--- config.mk ---
export PLATFORM = sky130hd
export DESIGN_NAME = cp_handshake_seq
export DESIGN_NICKNAME = d
export VERILOG_FILES = /design/src/rtl/cphs_pkg.sv /design/src/rtl/cphs_pend_arb.sv /design/src/rtl/cphs_addr_gen.sv /design/src/rtl/cp_handshake_seq.sv
export SDC_FILE = /design/constraint.sdc
export NUM_CORES = 1
export LEC_CHECK = 0
export ABC_AREA = 0
export BUFFER_PORTS_ARGS = -buffer_cell sky130_fd_sc_hd__buf_2
export CAP_MARGIN = 20
export CORE_UTILIZATION = 37
export DETAILED_ROUTE_END_ITERATION = 16
export GPL_ROUTABILITY_DRIVEN = 1
export HOLD_SLACK_MARGIN = 0.1
export PLACE_DENSITY = 0.78
export SLEW_MARGIN = 20
export SYNTH_ARGS = -nofsm -noshare
export SYNTH_HDL_FRONTEND = slang
export SYNTH_SLANG_ARGS = --single-unit
--- constraint.sdc ---
create_clock -name clk -period 1.6 [get_ports clk]
set_input_delay 0.24 -clock clk [delete_from_list [all_inputs] [get_ports clk]]
set_output_delay 0.24 -clock clk [all_outputs]
set_load 0.02 [all_outputs]
--- src/rtl/cphs_pkg.sv ---
package cphs_pkg;
  localparam logic [2:0] PH_NONE  = 3'd0;
  localparam logic [2:0] PH_FIRST = 3'd1;
  localparam logic [2:0] PH_BUSY  = 3'd2;
  localparam logic [2:0] PH_INTR  = 3'd3;
  localparam logic [2:0] PH_XFER  = 3'd4;
  localparam logic [2:0] PH_DATA  = 3'd5;

  localparam logic [1:0] RS_DONE = 2'd0;
  localparam logic [1:0] RS_BUSY = 2'd1;
  localparam logic [1:0] RS_CANT = 2'd2;
  localparam logic [1:0] RS_INC  = 2'd3;

  localparam logic [2:0] OP_TO_CP   = 3'd0;
  localparam logic [2:0] OP_FROM_CP = 3'd1;
  localparam logic [2:0] OP_DATA    = 3'd2;
  localparam logic [2:0] OP_LOAD    = 3'd3;
  localparam logic [2:0] OP_STORE   = 3'd4;

  typedef enum logic [3:0] {
    S_IDLE, S_FIRST, S_WAIT, S_BUSY, S_INTR, S_XFER, S_DATA, S_CCYC, S_ICYC
  } seq_state_e;

  function automatic logic [2:0] phase_of(seq_state_e s);
    case (s)
      S_FIRST: return PH_FIRST;
      S_BUSY:  return PH_BUSY;
      S_INTR:  return PH_INTR;
      S_XFER:  return PH_XFER;
      S_DATA:  return PH_DATA;
      default: return PH_NONE;
    endcase
  endfunction

  function automatic logic wb_allowed(logic want, logic aborted, logic late);
    return want && (!aborted || late);
  endfunction
endpackage

--- src/rtl/cphs_pend_arb.sv ---
module cphs_pend_arb (
  input  logic       rst_line_n,
  input  logic       fiq_n,
  input  logic       irq_n,
  input  logic       fmask,
  input  logic       imask,
  output logic       pend,
  output logic [1:0] kind
);
  always_comb begin
    pend = 1'b1;
    kind = 2'd1;
    if (!rst_line_n) begin
      kind = 2'd1;
    end else if (!fiq_n && !fmask) begin
      kind = 2'd2;
    end else if (!irq_n && !imask) begin
      kind = 2'd3;
    end else begin
      pend = 1'b0;
      kind = 2'd0;
    end
  end
endmodule

--- src/rtl/cphs_addr_gen.sv ---
module cphs_addr_gen #(
  parameter int AW = 32,
  parameter int WORD_BYTES = 4
) (
  input  logic          clk,
  input  logic          rst_n,
  input  logic          load,
  input  logic          step,
  input  logic [AW-1:0] base,
  output logic [AW-1:0] addr
);
  localparam logic [AW-1:0] STRIDE = AW'(WORD_BYTES);

  always_ff @(posedge clk) begin
    if (!rst_n)     addr <= '0;
    else if (load)  addr <= base;
    else if (step)  addr <= addr + STRIDE;
  end
endmodule

--- src/rtl/cp_handshake_seq.sv ---
module cp_handshake_seq #(
  parameter int AW = 32,
  parameter int DW = 32,
  parameter int WORD_BYTES = 4
) (
  input  logic          clk,
  input  logic          rst_n,
  input  logic          start,
  input  logic [2:0]    op,
  input  logic          perm_ok,
  input  logic          wb_bit,
  input  logic          late_abt,
  input  logic [AW-1:0] base_addr,
  output logic [2:0]    cp_phase,
  input  logic [1:0]    cp_resp,
  output logic [DW-1:0] cp_rdata,
  input  logic [DW-1:0] cp_wdata,
  output logic          mem_req,
  output logic          mem_we,
  output logic [AW-1:0] mem_addr,
  output logic [DW-1:0] mem_wdata,
  input  logic [DW-1:0] mem_rdata,
  input  logic          mem_abort,
  input  logic          rst_line_n,
  input  logic          fiq_n,
  input  logic          irq_n,
  input  logic          fmask,
  input  logic          imask,
  output logic          undef_exc,
  output logic          abort_exc,
  output logic          intr_taken,
  output logic [1:0]    intr_kind,
  output logic          wb_en,
  output logic [AW-1:0] final_addr,
  output logic          done
);
  import cphs_pkg::*;

  seq_state_e state, nxt;
  logic [2:0] op_q;
  logic       wb_q, late_q;
  logic       addr_load, addr_step;
  logic       fin, f_undef, f_abort, f_intr, f_wb;
  logic       irq_pend;
  logic [1:0] pend_kind;
  logic [AW-1:0] addr;

  // named events for the checker
  logic seq_idle, seq_wait;
  assign seq_idle = (state == S_IDLE);
  assign seq_wait = (state == S_WAIT);

  cphs_pend_arb u_arb (
    .rst_line_n(rst_line_n), .fiq_n(fiq_n), .irq_n(irq_n),
    .fmask(fmask), .imask(imask), .pend(irq_pend), .kind(pend_kind)
  );

  cphs_addr_gen #(.AW(AW), .WORD_BYTES(WORD_BYTES)) u_addr (
    .clk(clk), .rst_n(rst_n), .load(addr_load), .step(addr_step),
    .base(base_addr), .addr(addr)
  );

  always_comb begin
    nxt = state;
    fin = 1'b0; f_undef = 1'b0; f_abort = 1'b0; f_intr = 1'b0; f_wb = 1'b0;
    addr_load = 1'b0; addr_step = 1'b0;
    case (state)
      S_IDLE: if (start) begin
        addr_load = 1'b1;
        if (!perm_ok) begin fin = 1'b1; f_undef = 1'b1; end
        else nxt = S_FIRST;
      end
      S_FIRST, S_BUSY: begin
        if (cp_resp == RS_BUSY) nxt = S_WAIT;
        else if (cp_resp == RS_CANT) begin
          fin = 1'b1; f_undef = 1'b1; nxt = S_IDLE;
        end else if (op_q == OP_LOAD)  nxt = S_XFER;
        else if (op_q == OP_STORE) nxt = S_DATA;
        else nxt = S_CCYC;
      end
      S_WAIT: nxt = irq_pend ? S_INTR : S_BUSY;
      S_INTR: begin fin = 1'b1; f_intr = 1'b1; nxt = S_IDLE; end
      S_XFER: nxt = S_DATA;
      S_DATA: begin
        if (mem_abort) begin
          fin = 1'b1; f_abort = 1'b1; nxt = S_IDLE;
          f_wb = wb_allowed(wb_q, 1'b1, late_q);
        end else if (cp_resp == RS_INC) begin
          addr_step = 1'b1;
        end else begin
          fin = 1'b1; nxt = S_IDLE;
          f_wb = wb_allowed(wb_q, 1'b0, late_q);
        end
      end
      S_CCYC: if (op_q == OP_FROM_CP) nxt = S_ICYC;
              else begin fin = 1'b1; nxt = S_IDLE; end
      S_ICYC: begin fin = 1'b1; nxt = S_IDLE; end
      default: nxt = S_IDLE;
    endcase
  end

  always_ff @(posedge clk) begin
    if (!rst_n) begin
      state <= S_IDLE;
      op_q <= '0; wb_q <= 1'b0; late_q <= 1'b0;
      done <= 1'b0; undef_exc <= 1'b0; abort_exc <= 1'b0;
      intr_taken <= 1'b0; wb_en <= 1'b0; intr_kind <= '0;
    end else begin
      state <= nxt;
      if (seq_idle && start) begin
        op_q <= op; wb_q <= wb_bit; late_q <= late_abt;
      end
      if (seq_wait) intr_kind <= pend_kind;
      done       <= fin;
      undef_exc  <= f_undef;
      abort_exc  <= f_abort;
      intr_taken <= f_intr;
      wb_en      <= f_wb;
    end
  end

  assign cp_phase   = phase_of(state);
  assign mem_req    = (state == S_DATA);
  assign mem_we     = mem_req && (op_q == OP_STORE);
  assign mem_addr   = addr;
  assign final_addr = addr;
  assign cp_rdata   = mem_rdata;
  assign mem_wdata  = cp_wdata;
endmodule

## After elaboration in Yosys (flattened, before gate mapping)

Cells that the tools add are included.
Widths: inputs -> output; s select.

- Flip-flop bits (word level): 48
- Bits of input ports: 113
- Output and inout bits: 140

- $add $sub $neg: 1
- Eq/ne operators: 17
- Mux-type cells: 38
- Reductions and logical operators: 15

Operators by type and width:

| kind | number |
|---|---|
| $mux 32 | 2 |
| $add 32x3->32 const B | 1 |
| $pmux 4 s6 | 1 |
| $mux 1 | 20 |
| $mux 4 | 5 |
| $eq 4x3->1 const B | 4 |
| $pmux 3 s5 | 1 |
| $mux 3 | 3 |
| $eq 4x2->1 const B | 2 |
| $mux 2 | 4 |
| $logic_and 1x1->1 | 5 |
| $pmux 1 s5 | 1 |
| $eq 2x2->1 const B | 2 |
| $eq 4x1->1 const B | 1 |
| $eq 4x4->1 const B | 1 |
| $logic_not 1->1 | 4 |
| $logic_not 4->1 | 1 |
| $ne 2x2->1 const B | 2 |
| $reduce_or 2->1 | 2 |
| $eq 3x1->1 const B | 1 |
| $eq 3x2->1 const B | 1 |
| $eq 3x3->1 const B | 1 |
| $ne 3x3->1 const B | 1 |
| $reduce_and 3->1 | 1 |
| 4 further kinds | 4 |

## Depth between registers and ports, before layout

- Depth in word-level cells: 7
- Depth in mapped cells: 8
- Gate-level depth less buffers: 6

## By module

A second synthesis with hierarchy kept.

- Cells, all modules: 436
- Area, all modules: 3558.4 µm²

By module, submodules not included:

| module | instances | cells an instance | area each (µm²) | sequential area each (µm²) |
|---|---|---|---|---|
| cphs_addr_gen | 1 | 233 | 1864.3 | 640.6 |
| cp_handshake_seq | 1 | 198 | 1655.3 | 320.3 |
| cphs_pend_arb | 1 | 5 | 38.8 | 0.0 |

## Worst setup path after synthesis

Ideal clock, no wire load.

- Path type: reg2reg
- From: register u_addr.addr[10]
- To: register u_addr.addr[28]
- Library setup time: 0.133 ns
- Arrival: 1.658 ns
- Slack: -0.190 ns
- Cell stages (with the launch flop): 7
- Clock period less this slack: 1.790 ns
- Cell sequence: dfxtp_1 > and3_2 > nand4_4 > buf_4 > nor4_2 > xnor2_1 > a21oi_1

- Longest elaborated chain between the ends: 3

RTL lines:

| item | line | RTL |
|---|---|---|
| start, declared | cphs_addr_gen.sv:10 | `output logic [AW-1:0] addr` |
| start signal, assigned | cphs_addr_gen.sv:16 | `else if (load) addr <= base;` |
| start signal, assigned | cphs_addr_gen.sv:17 | `else if (step) addr <= addr + STRIDE;` |
| $add 32x3->32 | cphs_addr_gen.sv:17 |  |
| $mux 32 | cphs_addr_gen.sv:17 |  |
| $mux 32 | cphs_addr_gen.sv:16 |  |

No other way between the ends. The select of a mux whose other input is x is not followed.
A chain may end at the register's enable or synchronous reset.

## Final worst setup path

- From: register state[1]
- To: output cp_phase[0]

- Longest elaborated chain between the ends: 2
- Elaborated cells between the ends (all ways): 6
- Classes of those cells: eq/ne (5); mux (1)

RTL lines:

| item | line | RTL |
|---|---|---|
| start, declared | cp_handshake_seq.sv:39 | `seq_state_e state, nxt;` |
| start signal, assigned | cp_handshake_seq.sv:109 | `state <= nxt;` |
| $eq 4x3->1 (tied with other cells) | cphs_pkg.sv:25 | `case (s)` |
| $pmux 3 s5 (*) | cphs_pkg.sv:25 |  |
| end, declared | cp_handshake_seq.sv:14 | `output logic [2:0] cp_phase,` |

Mark *: on every way between the ends. The rest lies on a longest branch, timed or not.

==> summary.txt <==
Crit end category - output pin
I/O Pins - 253
Final setup vio count - 9
Max-slew headroom - 0.729
IO Port Bufs - 124
Post-synthesis cell type count - 53
Static Leak - 2.03 nW
Status - finished with violations
Synth-to-Final Area Change - 26.1%
Mapped Nets - 531
RSZ-0062 raised after global routing - yes
Max-cap violations - 0
Yosys reg bits - 48
Final instance area - 4260 um^2
Initial antenna violation count - 1
Detailed Routing Iterations Pass 1 - 4
Worst hold slack - 147 ps
Worst setup path class - register to output pin
Multi-input logic area - 1800 um^2
Placed Instance Area - 3790 um^2
Dominant synthesized flop cell - dfxtp_1
Global-route wire length before repair - 14500 um
Final worst-path cycle share - 1.04
Slew Viols, Final - 0
Hold Crit Class - input port to register
Post-synth EDFFs - 0
Tot GR Track Use - 0.185
Clock Latency Late Sink - 300 ps
Cts hold-fix bufs - 0
Worst Slack Setup Final - -63.3 ps
Detailed-route DRC error count - 0
Post-synth ARST share - 0
Synth warnings - 0
Fillcell total - 850
Violated checks - negative setup slack
Worst slew pin tran - 403 ps
Layout cell share with drive strength beyond 1 - 0.521
Synthesized area - 3380 um^2
Maximum vdd drop - 384 uV
H-tree depth - 2
Final Hold Fails - 0
Critical Path AT - 1420 ps
Crit-path max FO - 8
Half-perimeter wire length after placement - 6820 um
Die H - 97.5 um
Vias - 3084
Register Area - 1000 um^2
Root Buffer - clkbuf_8
Total CTS buffers - 5
Starting DRT DRC Count - 108
# nets final - 608
Core ar. - 8760 um^2
Share of the synthesized area in the top cell type - 0.285
Slowest-stage cell, CP - dfxtp_2
Crit-path most repeated cell - buf_6
Via density per instance - 5.14
Chip width - 97.5 um
CP Cell Sequence - buf_6, nand2b_4, mux2_4, nor2_4, buf_6
Initial Util - 0.385
Final Skew - 6.01 ps
Syn Inst Count - 413
Longest Clk Path Bufs - 2
Yosys top cell by area - dfxtp_1
Pin count of the biggest net entering global routing - 41
DRT Wirelength - 9160 um
Syn Area/Cell - 8.17 um^2
CTS sink cnt - 48
Routed wire per std cell - 15.3 um
CTS tree - built
Grt ovf - 0
Vias in the first global route - 2890
CP Launch Type - register
Reg clk slew, reported paths - 100 ps
Row count - 34
Antenna Nets Post-Route - 0
Crit path largest cell delay - 340 ps
Final worst path period need - 1660 ps
Sequential share of the synthesized area - 0.285
Area of the die - 9510 um^2
PD cells - 758 nW/um^2
F_max - 0.601 GHz
Worst EP required - 1360 ps
GPL Wtd Cong - 0.812
Leading post-synthesis cells by cell area - dfxtp_1 28%, buf_4 22%, a21oi_1 5.0%, xnor2_1 4.7%, nand2_1 3.6%
## repair_timing
action / in CTS / in global routing
setup buffers: 1 / 8
endpoints found under the setup margin: 19 / 38
resized for setup: 21 / 33
cloned: 0 / 1
pin swaps: 9 / 15
## logic make-up after synthesis
logic type,Yosys count,synth area share
flops,48,0.285
buf+inv,124,0.252
xor+xnor,25,0.0649
compound gates,82,0.145
fa+ha+maj,5,0.0185
simple gates,128,0.232
mux,1,0.00334
## final timing paths
kind,startpoint,endpoint,slack (ps),cells past startpoint
max,state[1],cp_phase[0],-60,5
min reg2reg,late_q,late_q,460,2
max reg2reg,state[1],u_addr.addr[17],-50,7
min,rst_line_n,intr_kind[0],150,2
## critical path, delay by kind of cell (launching register included)
kind                   cells  cell delay, ps
DFF                        1             340
muxes                      1             280
buffers and inverters      2             250
and+or+nand+nor            2             240
## Yosys cell counts, types with 2 or more instances
master / number
nor4_1: 3
a211oi_1: 7
ha_1: 5
a21oi_1: 34
inv_1: 7
nand2_1: 32
dfxtp_1: 48
nand3_1: 14
nor4_4: 2
o21ai_0: 22
nor2_1: 24
a311oi_1: 2
o211ai_1: 2
buf_4: 98
nand4_4: 2
and4_1: 3
nor2b_1: 3
xor2_1: 7
clkbuf_1: 11
nand2b_1: 3
buf_2: 5
nor4_2: 9
nand3b_1: 3
nor3_1: 8
nand2_2: 2
and3_1: 7
a31oi_1: 4
o21a_1: 2
xnor2_1: 18
nand4_1: 3
## report_power, final
part	switching (mW)	leakage (nW)	internal, mW	total (mW)
Combinational	0.600	1.57	0.435	1.04
Sequential	0.0984	0.404	1.30	1.40
Clock	0.436	0.0521	0.354	0.790
Total	1.13	2.03	2.09	3.23
## metrics by stage
stage	utilization	total power [mW]	instances	setup TNS (ps)	worst slack [ps]
5_1_grt	0.485	3.42	599	-2200	-159
2_1_floorplan	-	2.30	413	0	2.90
3_3_place_gp	0.433	2.38	581	-1060	-139
4_1_cts	0.457	3.22	590	-357	-58.0
3_5_place_dp	0.433	2.40	581	-2020	-179
6_report	0.486	3.23	600	-233	-63.3
## sequential cells by signal, indices dropped and copies added (netlist names)
register,flops
done,1
intr_kind,2
undef_exc,1
op_q,3
u_addr.addr,32
wb_q,1
state,4
wb_en,1
abort_exc,1
intr_taken,1
late_q,1
## cell type report
type	count	share of cell area
clock inverter	2	0.00294
multi-input combinational	241	0.423
tap	108	0.0317
clock buffer	6	0.0194
antenna	1	0.000588
sequential	48	0.236
inverter	8	0.00823
timing repair buffer	186	0.279
## metal layers
metal / part of all wire / track usage / routed length [um]
met4: 0.019 / 0.0611 / 177
met2: 0.51 / 0.324 / 4710
met1: 0.40 / 0.224 / 3700
met5: 0 / 0 / 0
met3: 0.063 / 0.0388 / 579
## cells in the final DEF (no fill, tap or decap), types with 3 or more instances in the layout
cell	synthesis	layout
nand2_1	32	31
xor2_1	7	7
ha_1	5	4
xnor2_1	18	17
a21oi_1	34	34
buf_6	1	8
and3_4	0	3
nor4_4	2	11
and3_1	7	5
a211oi_1	7	6
inv_1	7	7
nor2b_1	3	3
nand3_1	14	8
dfxtp_4	0	9
nand3b_1	3	3
buf_12	0	3
o21ai_0	22	22
a31oi_1	4	4
nand4_1	3	3
nor2_1	24	20
dfxtp_1	48	32
nand4_4	2	3
dfxtp_2	0	7
buf_4	98	52
buf_2	5	121
clkbuf_8	0	6
nor3_1	8	7
nand3_2	0	6
Note: power is estimated with default switching activity, not from simulation.
